==> src/rtl/io_perm_pkg.sv <==
package io_perm_pkg;
  typedef enum logic [1:0] {
    ST_IDLE  = 2'd0,
    ST_FETCH = 2'd1,
    ST_WAIT  = 2'd2,
    ST_DONE  = 2'd3
  } io_st_e;
endpackage

==> src/rtl/io_perm_eval.sv <==
module io_perm_eval #(
  parameter int DATA_W = 16,
  parameter int SZ_W   = 3,
  parameter int OFS_W  = 3
) (
  input  logic [OFS_W-1:0]  ofs_i,
  input  logic [SZ_W-1:0]   size_i,
  input  logic [DATA_W-1:0] word_i,
  output logic              hit_o
);
  localparam int LIM_W = OFS_W + 2;

  logic [DATA_W-1:0] win;
  logic [LIM_W-1:0]  lo, hi;

  assign lo = LIM_W'(ofs_i);
  assign hi = LIM_W'(ofs_i) + LIM_W'(size_i);

  // window of bits covered by the access, may straddle the byte boundary
  for (genvar g = 0; g < DATA_W; g++) begin : g_win
    assign win[g] = (LIM_W'(g) >= lo) && (LIM_W'(g) < hi);
  end

  assign hit_o = |(word_i & win);
endmodule

==> src/rtl/io_perm_ctrl.sv <==
module io_perm_ctrl
  import io_perm_pkg::*;
(
  input  logic clk_i,
  input  logic rst_ni,
  input  logic req_valid_i,
  input  logic skip_i,
  input  logic mem_req_ready_i,
  input  logic mem_rsp_valid_i,
  output logic req_ready_o,
  output logic accept_o,
  output logic rsp_take_o,
  output logic mem_req_valid_o,
  output logic done_o
);
  io_st_e st_q, st_d;

  assign req_ready_o     = (st_q == ST_IDLE) || (st_q == ST_DONE);
  assign accept_o        = req_valid_i && req_ready_o;
  assign mem_req_valid_o = (st_q == ST_FETCH);
  assign rsp_take_o      = (st_q == ST_WAIT) && mem_rsp_valid_i;
  assign done_o          = (st_q == ST_DONE);

  always_comb begin
    st_d = st_q;
    unique case (st_q)
      ST_IDLE, ST_DONE: begin
        if (accept_o) st_d = skip_i ? ST_DONE : ST_FETCH;
        else          st_d = ST_IDLE;
      end
      ST_FETCH: if (mem_req_ready_i) st_d = ST_WAIT;
      ST_WAIT:  if (mem_rsp_valid_i) st_d = ST_DONE;
      default:  st_d = ST_IDLE;
    endcase
  end

  always_ff @(posedge clk_i or negedge rst_ni) begin
    if (!rst_ni) st_q <= ST_IDLE;
    else         st_q <= st_d;
  end

  a_r8_ready_excl: assert property (@(posedge clk_i) disable iff (!rst_ni)
    mem_req_valid_o |-> !req_ready_o);
  a_r8_done_after_rsp: assert property (@(posedge clk_i) disable iff (!rst_ni)
    rsp_take_o |=> done_o);
  a_r8_done_pulse: assert property (@(posedge clk_i) disable iff (!rst_ni)
    (done_o && !accept_o) |=> !done_o);
endmodule

==> src/rtl/io_perm_check.sv <==
module io_perm_check #(
  parameter int PORT_W  = 16,
  parameter int INFO_W  = 32,
  parameter int AW      = 64,
  parameter int IPW     = 64,
  parameter int ILEN_W  = 4,
  parameter int DATA_W  = 16,
  parameter int SZ_LSB  = 4,
  parameter int SZ_W    = 3
) (
  input  logic              clk_i,
  input  logic              rst_ni,
  input  logic              req_valid_i,
  output logic              req_ready_o,
  input  logic [PORT_W-1:0] port_i,
  input  logic [INFO_W-1:0] info_i,
  input  logic [AW-1:0]     bmp_base_i,
  input  logic [IPW-1:0]    ip_i,
  input  logic [ILEN_W-1:0] ilen_i,
  input  logic              io_icpt_en_i,
  output logic              mem_req_valid_o,
  input  logic              mem_req_ready_i,
  output logic [AW-1:0]     mem_addr_o,
  input  logic              mem_rsp_valid_i,
  input  logic [DATA_W-1:0] mem_rsp_data_i,
  output logic              done_o,
  output logic              exit_o,
  output logic [INFO_W-1:0] exit_info1_o,
  output logic [IPW-1:0]    exit_info2_o
);
  localparam int OFS_W      = 3;
  localparam int PORT_SHIFT = INFO_W - PORT_W;

  logic              accept, rsp_take, skip, hit;
  logic [SZ_W-1:0]   size_in;
  logic [OFS_W-1:0]  ofs_q;
  logic [SZ_W-1:0]   size_q;
  logic [AW-1:0]     addr_q;
  logic [INFO_W-1:0] info1_q;
  logic [IPW-1:0]    nip_q;
  logic              exit_q;

  assign size_in = info_i[SZ_LSB +: SZ_W];
  assign skip    = !io_icpt_en_i || (size_in == '0);

  io_perm_ctrl u_ctrl (
    .clk_i           (clk_i),
    .rst_ni          (rst_ni),
    .req_valid_i     (req_valid_i),
    .skip_i          (skip),
    .mem_req_ready_i (mem_req_ready_i),
    .mem_rsp_valid_i (mem_rsp_valid_i),
    .req_ready_o     (req_ready_o),
    .accept_o        (accept),
    .rsp_take_o      (rsp_take),
    .mem_req_valid_o (mem_req_valid_o),
    .done_o          (done_o)
  );

  io_perm_eval #(.DATA_W(DATA_W), .SZ_W(SZ_W), .OFS_W(OFS_W)) u_eval (
    .ofs_i  (ofs_q),
    .size_i (size_q),
    .word_i (mem_rsp_data_i),
    .hit_o  (hit)
  );

  always_ff @(posedge clk_i or negedge rst_ni) begin
    if (!rst_ni) begin
      ofs_q   <= '0;
      size_q  <= '0;
      addr_q  <= '0;
      info1_q <= '0;
      nip_q   <= '0;
      exit_q  <= 1'b0;
    end else begin
      if (accept) begin
        ofs_q   <= port_i[OFS_W-1:0];
        size_q  <= size_in;
        addr_q  <= bmp_base_i + AW'(port_i >> OFS_W);
        info1_q <= info_i | (INFO_W'(port_i) << PORT_SHIFT);
        nip_q   <= ip_i + IPW'(ilen_i);
        exit_q  <= 1'b0;
      end else if (rsp_take) begin
        exit_q  <= hit;
      end
    end
  end

  assign mem_addr_o   = addr_q;
  assign exit_o       = done_o && exit_q;
  assign exit_info1_o = info1_q;
  assign exit_info2_o = nip_q;

  a_r3_addr_hold: assert property (@(posedge clk_i) disable iff (!rst_ni)
    (mem_req_valid_o && !mem_req_ready_i) |=> (mem_req_valid_o && $stable(mem_addr_o)));
  a_r1_off_no_fetch: assert property (@(posedge clk_i) disable iff (!rst_ni)
    (accept && !io_icpt_en_i) |=> (done_o && !exit_o && !mem_req_valid_o));
  a_r2_empty_no_fetch: assert property (@(posedge clk_i) disable iff (!rst_ni)
    (accept && size_in == '0) |=> (done_o && !exit_o && !mem_req_valid_o));
  a_r9_hold_results: assert property (@(posedge clk_i) disable iff (!rst_ni)
    (mem_req_valid_o || (!accept && !rsp_take)) |=> $stable(exit_info2_o));
endmodule

==> config.mk <==
export PLATFORM = sky130hd
export DESIGN_NAME = io_perm_check
export DESIGN_NICKNAME = d
export VERILOG_FILES = /design/src/rtl/io_perm_pkg.sv /design/src/rtl/io_perm_eval.sv /design/src/rtl/io_perm_ctrl.sv /design/src/rtl/io_perm_check.sv
export SDC_FILE = /design/constraint.sdc
export NUM_CORES = 1
export LEC_CHECK = 0
export ABC_AREA = 1
export BUFFER_PORTS_ARGS = -buffer_cell sky130_fd_sc_hd__buf_2
export CORE_MARGIN = 1.5
export CORE_UTILIZATION = 33
export DETAILED_ROUTE_END_ITERATION = 8
export HOLD_SLACK_MARGIN = 0.12
export PLACE_DENSITY = 0.62
export SLEW_MARGIN = 20
export SYNTH_ARGS = -nofsm -noshare
export SYNTH_HDL_FRONTEND = slang
export SYNTH_SLANG_ARGS = --single-unit
==> constraint.sdc <==
create_clock -name clk_i -period 2.3 [get_ports clk_i]
set_clock_uncertainty 0.15 [all_clocks]
set_input_delay 0.23 -clock clk_i [delete_from_list [all_inputs] [get_ports clk_i]]
set_output_delay 0.23 -clock clk_i [all_outputs]
set_load 0.005 [all_outputs]
=== Word-level counts from Yosys, hierarchy flattened ===
Cells that the tools add are included.

* Flip-flop bits (word level): 169
* Input port bits: 202
* Word-level logic and storage cells: 84

* $add $sub $neg: 3
* $lt $le $gt $ge: 32
* Equality and inequality tests: 5
* Muxes and demuxes: 7
* Bitwise operators: 2
* Reduce and logical (&&, ||, !) cells: 28

{| class="wikitable"
|+ Operator list
! kind !! count
|-
| 64-bit by 13-bit adder with 64-bit output || 1
|-
| 64-bit by 4-bit adder with 64-bit output || 1
|-
| 4-bit by 5-bit < comparator with 1-bit output (first input constant) || 8
|-
| 4-bit by 3-bit >= comparator with 1-bit output (first input constant) || 8
|-
| 32-bit OR || 1
|-
| 3-bit by 5-bit < comparator with 1-bit output (first input constant) || 4
|-
| 1-bit logical AND || 19
|-
| 16-bit bitwise AND || 1
|-
| 16-bit OR reduction || 1
|-
| 3-bit >= comparator (first input constant) || 4
|-
| 1-bit by 5-bit < comparator with 1-bit output (first input constant) || 2
|-
| 2-bit by 5-bit < comparator with 1-bit output (first input constant) || 2
|-
| 2-bit two-way mux || 4
|-
| 1-bit by 3-bit >= comparator with 1-bit output (first input constant) || 2
|-
| 2-bit by 3-bit >= comparator with 1-bit output (first input constant) || 2
|-
| 2-bit case mux with 3 select lines || 1
|-
| 3-bit by 3-bit adder with 4-bit output || 1
|-
| 2-bit == test (second input constant) || 2
|-
| 3-bit zero test || 1
|-
| 2-bit by 1-bit == test with 1-bit output (second input constant) || 1
|-
| 2-bit zero test || 1
|-
| 1-bit logical OR || 2
|-
| 1-bit two-way mux || 2
|-
| 2-bit by 1-bit != test with 1-bit output (second input constant) || 1
|-
| other kinds (5) || 5
|}

=== Depth between registers and ports, before layout ===
* Word-level depth: 7
* Mapped depth: 15
* Depth with buffers taken out: 15

=== Hierarchy ===
Synthesis repeated with hierarchy kept, for this count alone.

* Cells, all modules: 1873
* Area total of the unflattened synthesis: 11857.6 µm²

{| class="wikitable"
|+ Modules (own cells, without submodules)
! module !! instances !! cells an instance !! area an instance (µm²) !! seq. area each (µm²)
|-
| io_perm_check || 1 || 1765 || 11267.1 || 4103.9
|-
| io_perm_eval || 1 || 80 || 400.4 || 0.0
|-
| io_perm_ctrl || 1 || 28 || 190.2 || 50.0
|}

=== Worst setup path after synthesis ===
No wires, ideal clock.

* Kind: input to register
* From: input ip_i[0]
* To: register nip_q[18], in the netlist exit_info2_o[18]
* Library setup time: 0.118 ns
* Arrival time: 1.765 ns
* Data required time: 2.032 ns
* Setup slack: 0.267 ns
* Cell stages on the path: 12
* Path through: ha_1 inv_1 fa_1 inv_1 nand2_2 o21ai_4 nand2_4 nor3_2 and2_1 nand3_1 nand3_1 nand2_1

* Cells in the longest elaborated chain, start to end: 1

{| class="wikitable"
|+ RTL lines
! item !! RTL line !! source
|-
| start, declared || io_perm_check.sv:18 || <nowiki>input logic [IPW-1:0] ip_i,</nowiki>
|-
| 64-bit by 4-bit adder with 64-bit output || io_perm_check.sv:81 || <nowiki>nip_q <= ip_i + IPW'(ilen_i);</nowiki>
|-
| end signal, assigned || io_perm_check.sv:81 ||
|-
| end, declared || io_perm_check.sv:40 || <nowiki>logic [IPW-1:0] nip_q;</nowiki>
|}

No other way between the ends.
A chain may end at the register's enable or synchronous reset.

=== Worst setup path in the final report ===
* From: input ip_i[17]
* To: register nip_q[57], in the netlist exit_info2_o[57]

Same word-level chain as after synthesis.

==> run summary <==
CP most frequent cell = nand2_1
Cell count after synthesis = 1,847
Global-route wire length before repair = 78,300 um
CTS root buffer = clkbuf_16
Asr flop ratio synth = 100%
Largest net degree at the start of global routing = 69
Synthesized Nets = 2,075
Post-DP HPWL = 41,200 um
H-tree depth = 4
Clock power share = 19.6%
Comb power frac = 46.3%
Max-cap viol count = 0
Critical path capture point type = flop
Post-Syn Area = 11,700 sq um
Width of the chip = 191 um
Mean post-synth cell area = 6.33 sq um
CP Buf/Inv Count = 3
Die area = 36,600 sq um
Total power draw = 0.0154 W
Max Slew Vio Count = 0
Final setup viols = 0
Run status = finished clean
Placed Cells = 2,697
DRC = 0
Slew @ Worst Pin = 0.542 ns
Dominant synthesized flop cell = dfrtp_1
Slowest stage delay, CP = 0.54 ns
#FFs+latches synth = 166
Clock transition at path regs = 0.07 ns
Vias per std cell = 4.88
Num CTS Buffers = 17
TritonCTS clock tree = built
Total iterations of the first detailed-routing run = 5
Setup WS pre-CTS = -0.124 ns
Yosys warning total = 0
Number of global-route vias before repair = 13,900
Final hold slack = 0.131 ns
Largest vdd supply drop = 0.760 mV
Fin worst setup slack = 0.0933 ns
CP Cell Sequence = dlygate4sd3_1, buf_2, buf_4, nand4_1, nor2_1, nand2_1, nor2_1, nand2_1, nand2_1, nand2_1, nand2_1, nand2_1
Yosys cell types = 40
Worst hold path class = input port to asynchronous set/reset pin
Clock Path Buffers = 2
Drt initial violations = 1,086
Power per Cell Area = 904 nW/um^2
Area leader, netlist = dfrtp_1
NumNets Final = 2,666
CTS sink count = 166
Critical-path top delay cell = dlygate4sd3_1
Cell row count = 68
Grt ovf = 0
Seq pwr share = 34.1%
Sw Pwr = 0.00643 W
Post-detailed-routing wire length = 51,800 um
Post-synthesis sequential area ratio = 35.5%
Internal Power = 0.00897 W
Sw Share = 41.8%
Routed Antenna Nets = 0
Kind of critical path = input port to flop
Arrival @ worst endpoint = 2.40 ns
Slew margin rel. = 63.9%
Yosys top cell area share = 35.5%
Final period utilization = 95.9%
Max Clock Freq = 0.453 GHz
Area grow syn2layout = 45.7%
Initial antenna violation count = 0
Final min period = 2.21 ns
Post-CTS Repair Setup Buffers = 0
Ant diodes = 0
I/O pins = 366
Initial Util = 33.7%
Final std cells w/o fill = 2,906
Die Ht = 191 um
Leak Pwr = 9.11 nW
Worst-path maximum fanout = 4
Final core utilization = 49.1%
Count of buffers from port buffering = 364
DR vias = 14,200
Number of synthesized flops with an enable pin = 0
Core area = 34,700 sq um
Gpl congestion = 0.971
Synth top area cells = dfrtp_1, nand2_1, inv_1
Share of layout cells above drive strength 1 = 21.2%
Tot GR Track Use = 28.4%
Fin. Hold Viols = 0
RSZ-0062 raised after global routing = yes
CP Launch Type = input port
Crit-path leading delay family = simple AND/OR/NAND/NOR gates
CP required = 2.49 ns
Worst-Skew Late Latency = 0.45 ns
Drt wl/cell = 17.8 um
## routing by layer
| metal | global-route usage [%] | vias to the layer above | routed length (um) |
|---|---|---|---|
| li1 | - | 6972 | - |
| met1 | 37.2 | 6575 | 22600 |
| met2 | 45.9 | 553 | 23400 |
| met3 | 5.78 | 94 | 4250 |
| met4 | 11.0 | 0 | 1520 |
| met5 | 0 | - | 0 |
## layout make-up
class                   instances  area, sq um
clock buffers                  19          433
clock inverters                13          161
repair buffers                607         4210
fillers                      3536        17700
flip-flops and latches        166         4150
well taps                     455          569
inverters                     229          862
multi-input cells            1417         6650
## state kept, by name (all words and copies together), names as in the netlist
register,cells
mem_addr_o,64
exit_q,1
size_q,2
ofs_q,3
exit_info2_o,64
exit_info1_o,30
u_ctrl.st_q,2
## synth_stat cells (17+ instances only)
library cell,n
nor3_1,31
nand4_1,47
clkbuf_1,22
ha_1,23
nand3b_1,17
a21oi_1,17
xor2_1,25
nand3_1,137
dfrtp_1,166
nand2_1,759
inv_1,225
o21ai_0,66
xnor2_1,23
nor2_1,204
a31oi_1,23
## power groups by stage
stage	combinational [W]	clock [W]	sequential, W
2_1_floorplan	0.00334	0	0.00527
3_3_place_gp	0.00674	0	0.00524
3_5_place_dp	0.00684	0	0.00525
4_1_cts	0.00711	0.00310	0.00524
5_1_grt	0.00806	0.00322	0.00540
6_report	0.00713	0.00302	0.00525
## through the flow
| stage | TNS, ns | area, sq um |
|---|---|---|
| after detailed placement | -1.42 | 14600 |
| after floorplan | 0 | 11700 |
| final | 0 | 17000 |
| after global routing | -0.154 | 17000 |
| after CTS | 0 | 16900 |
| after global placement | -0.603 | 14600 |
## layout by cell type (no fill, tap or decap), types with 4 or more instances in the layout
master and instances:
nand2_1 746, buf_2 363, inv_1 225, nor2_1 195
dlygate4sd3_1 177, dfrtp_1 166, nand3_1 135, o21ai_0 65
buf_4 57, nand4_1 47, nor3_1 31, a31oi_1 23
xnor2_1 23, xor2_1 23, ha_1 22, a21oi_1 17
nand3b_1 17, clkbuf_16 17, nand2_2 16, nor2_2 14
buf_12 9, nand2_4 4, nor3_2 4, nor2_4 4
inv_8 4
## worst reg2reg max path, stage by stage, from the launching register on
cell,delay [ns]
dfrtp_1,0.38
ha_1,0.16
inv_1,0.06
fa_1,0.55
nand2_1,0.12
a21oi_1,0.23
nand4_1,0.13
nand2_1,0.09
nand2_1,0.05
nor2_1,0.10
nor2_1,0.04
## logic make-up after synthesis
group | count (synthesis) | share of synthesized area [%]
adders and majority gates | 26 | 2.97
DFF | 166 | 35.5
xor gates and xnor gates | 48 | 3.60
and+or+nand+nor | 1226 | 43.9
buffers and inverters | 264 | 8.51
AOI/OAI and AO/OA | 117 | 5.53
## repair_timing
action                                  in CTS  in global routing
hold buffers                               177                  0
resized for setup                            1                 30
pin swaps                                    0                  2
endpoints found under the setup margin       1                 36
hold endpoints to repair                   320                  0
## final timing paths
path	from	end	slack, ns	cells after the start
worst max-delay path	ip_i[17]	exit_info2_o[57]	0.09	12
worst min-delay path	rst_ni	exit_info2_o[13]	0.13	2
worst max register to register	size_q[0]	exit_q	0.12	10
worst min register to register	exit_info2_o[57]	exit_info2_o[57]	0.32	2
max in group asynchronous	rst_ni	mem_addr_o[15]	1.10	3
min in group clk_i	bmp_base_i[7]	mem_addr_o[7]	0.14	4
Note: power is estimated with default switching activity, not from simulation.
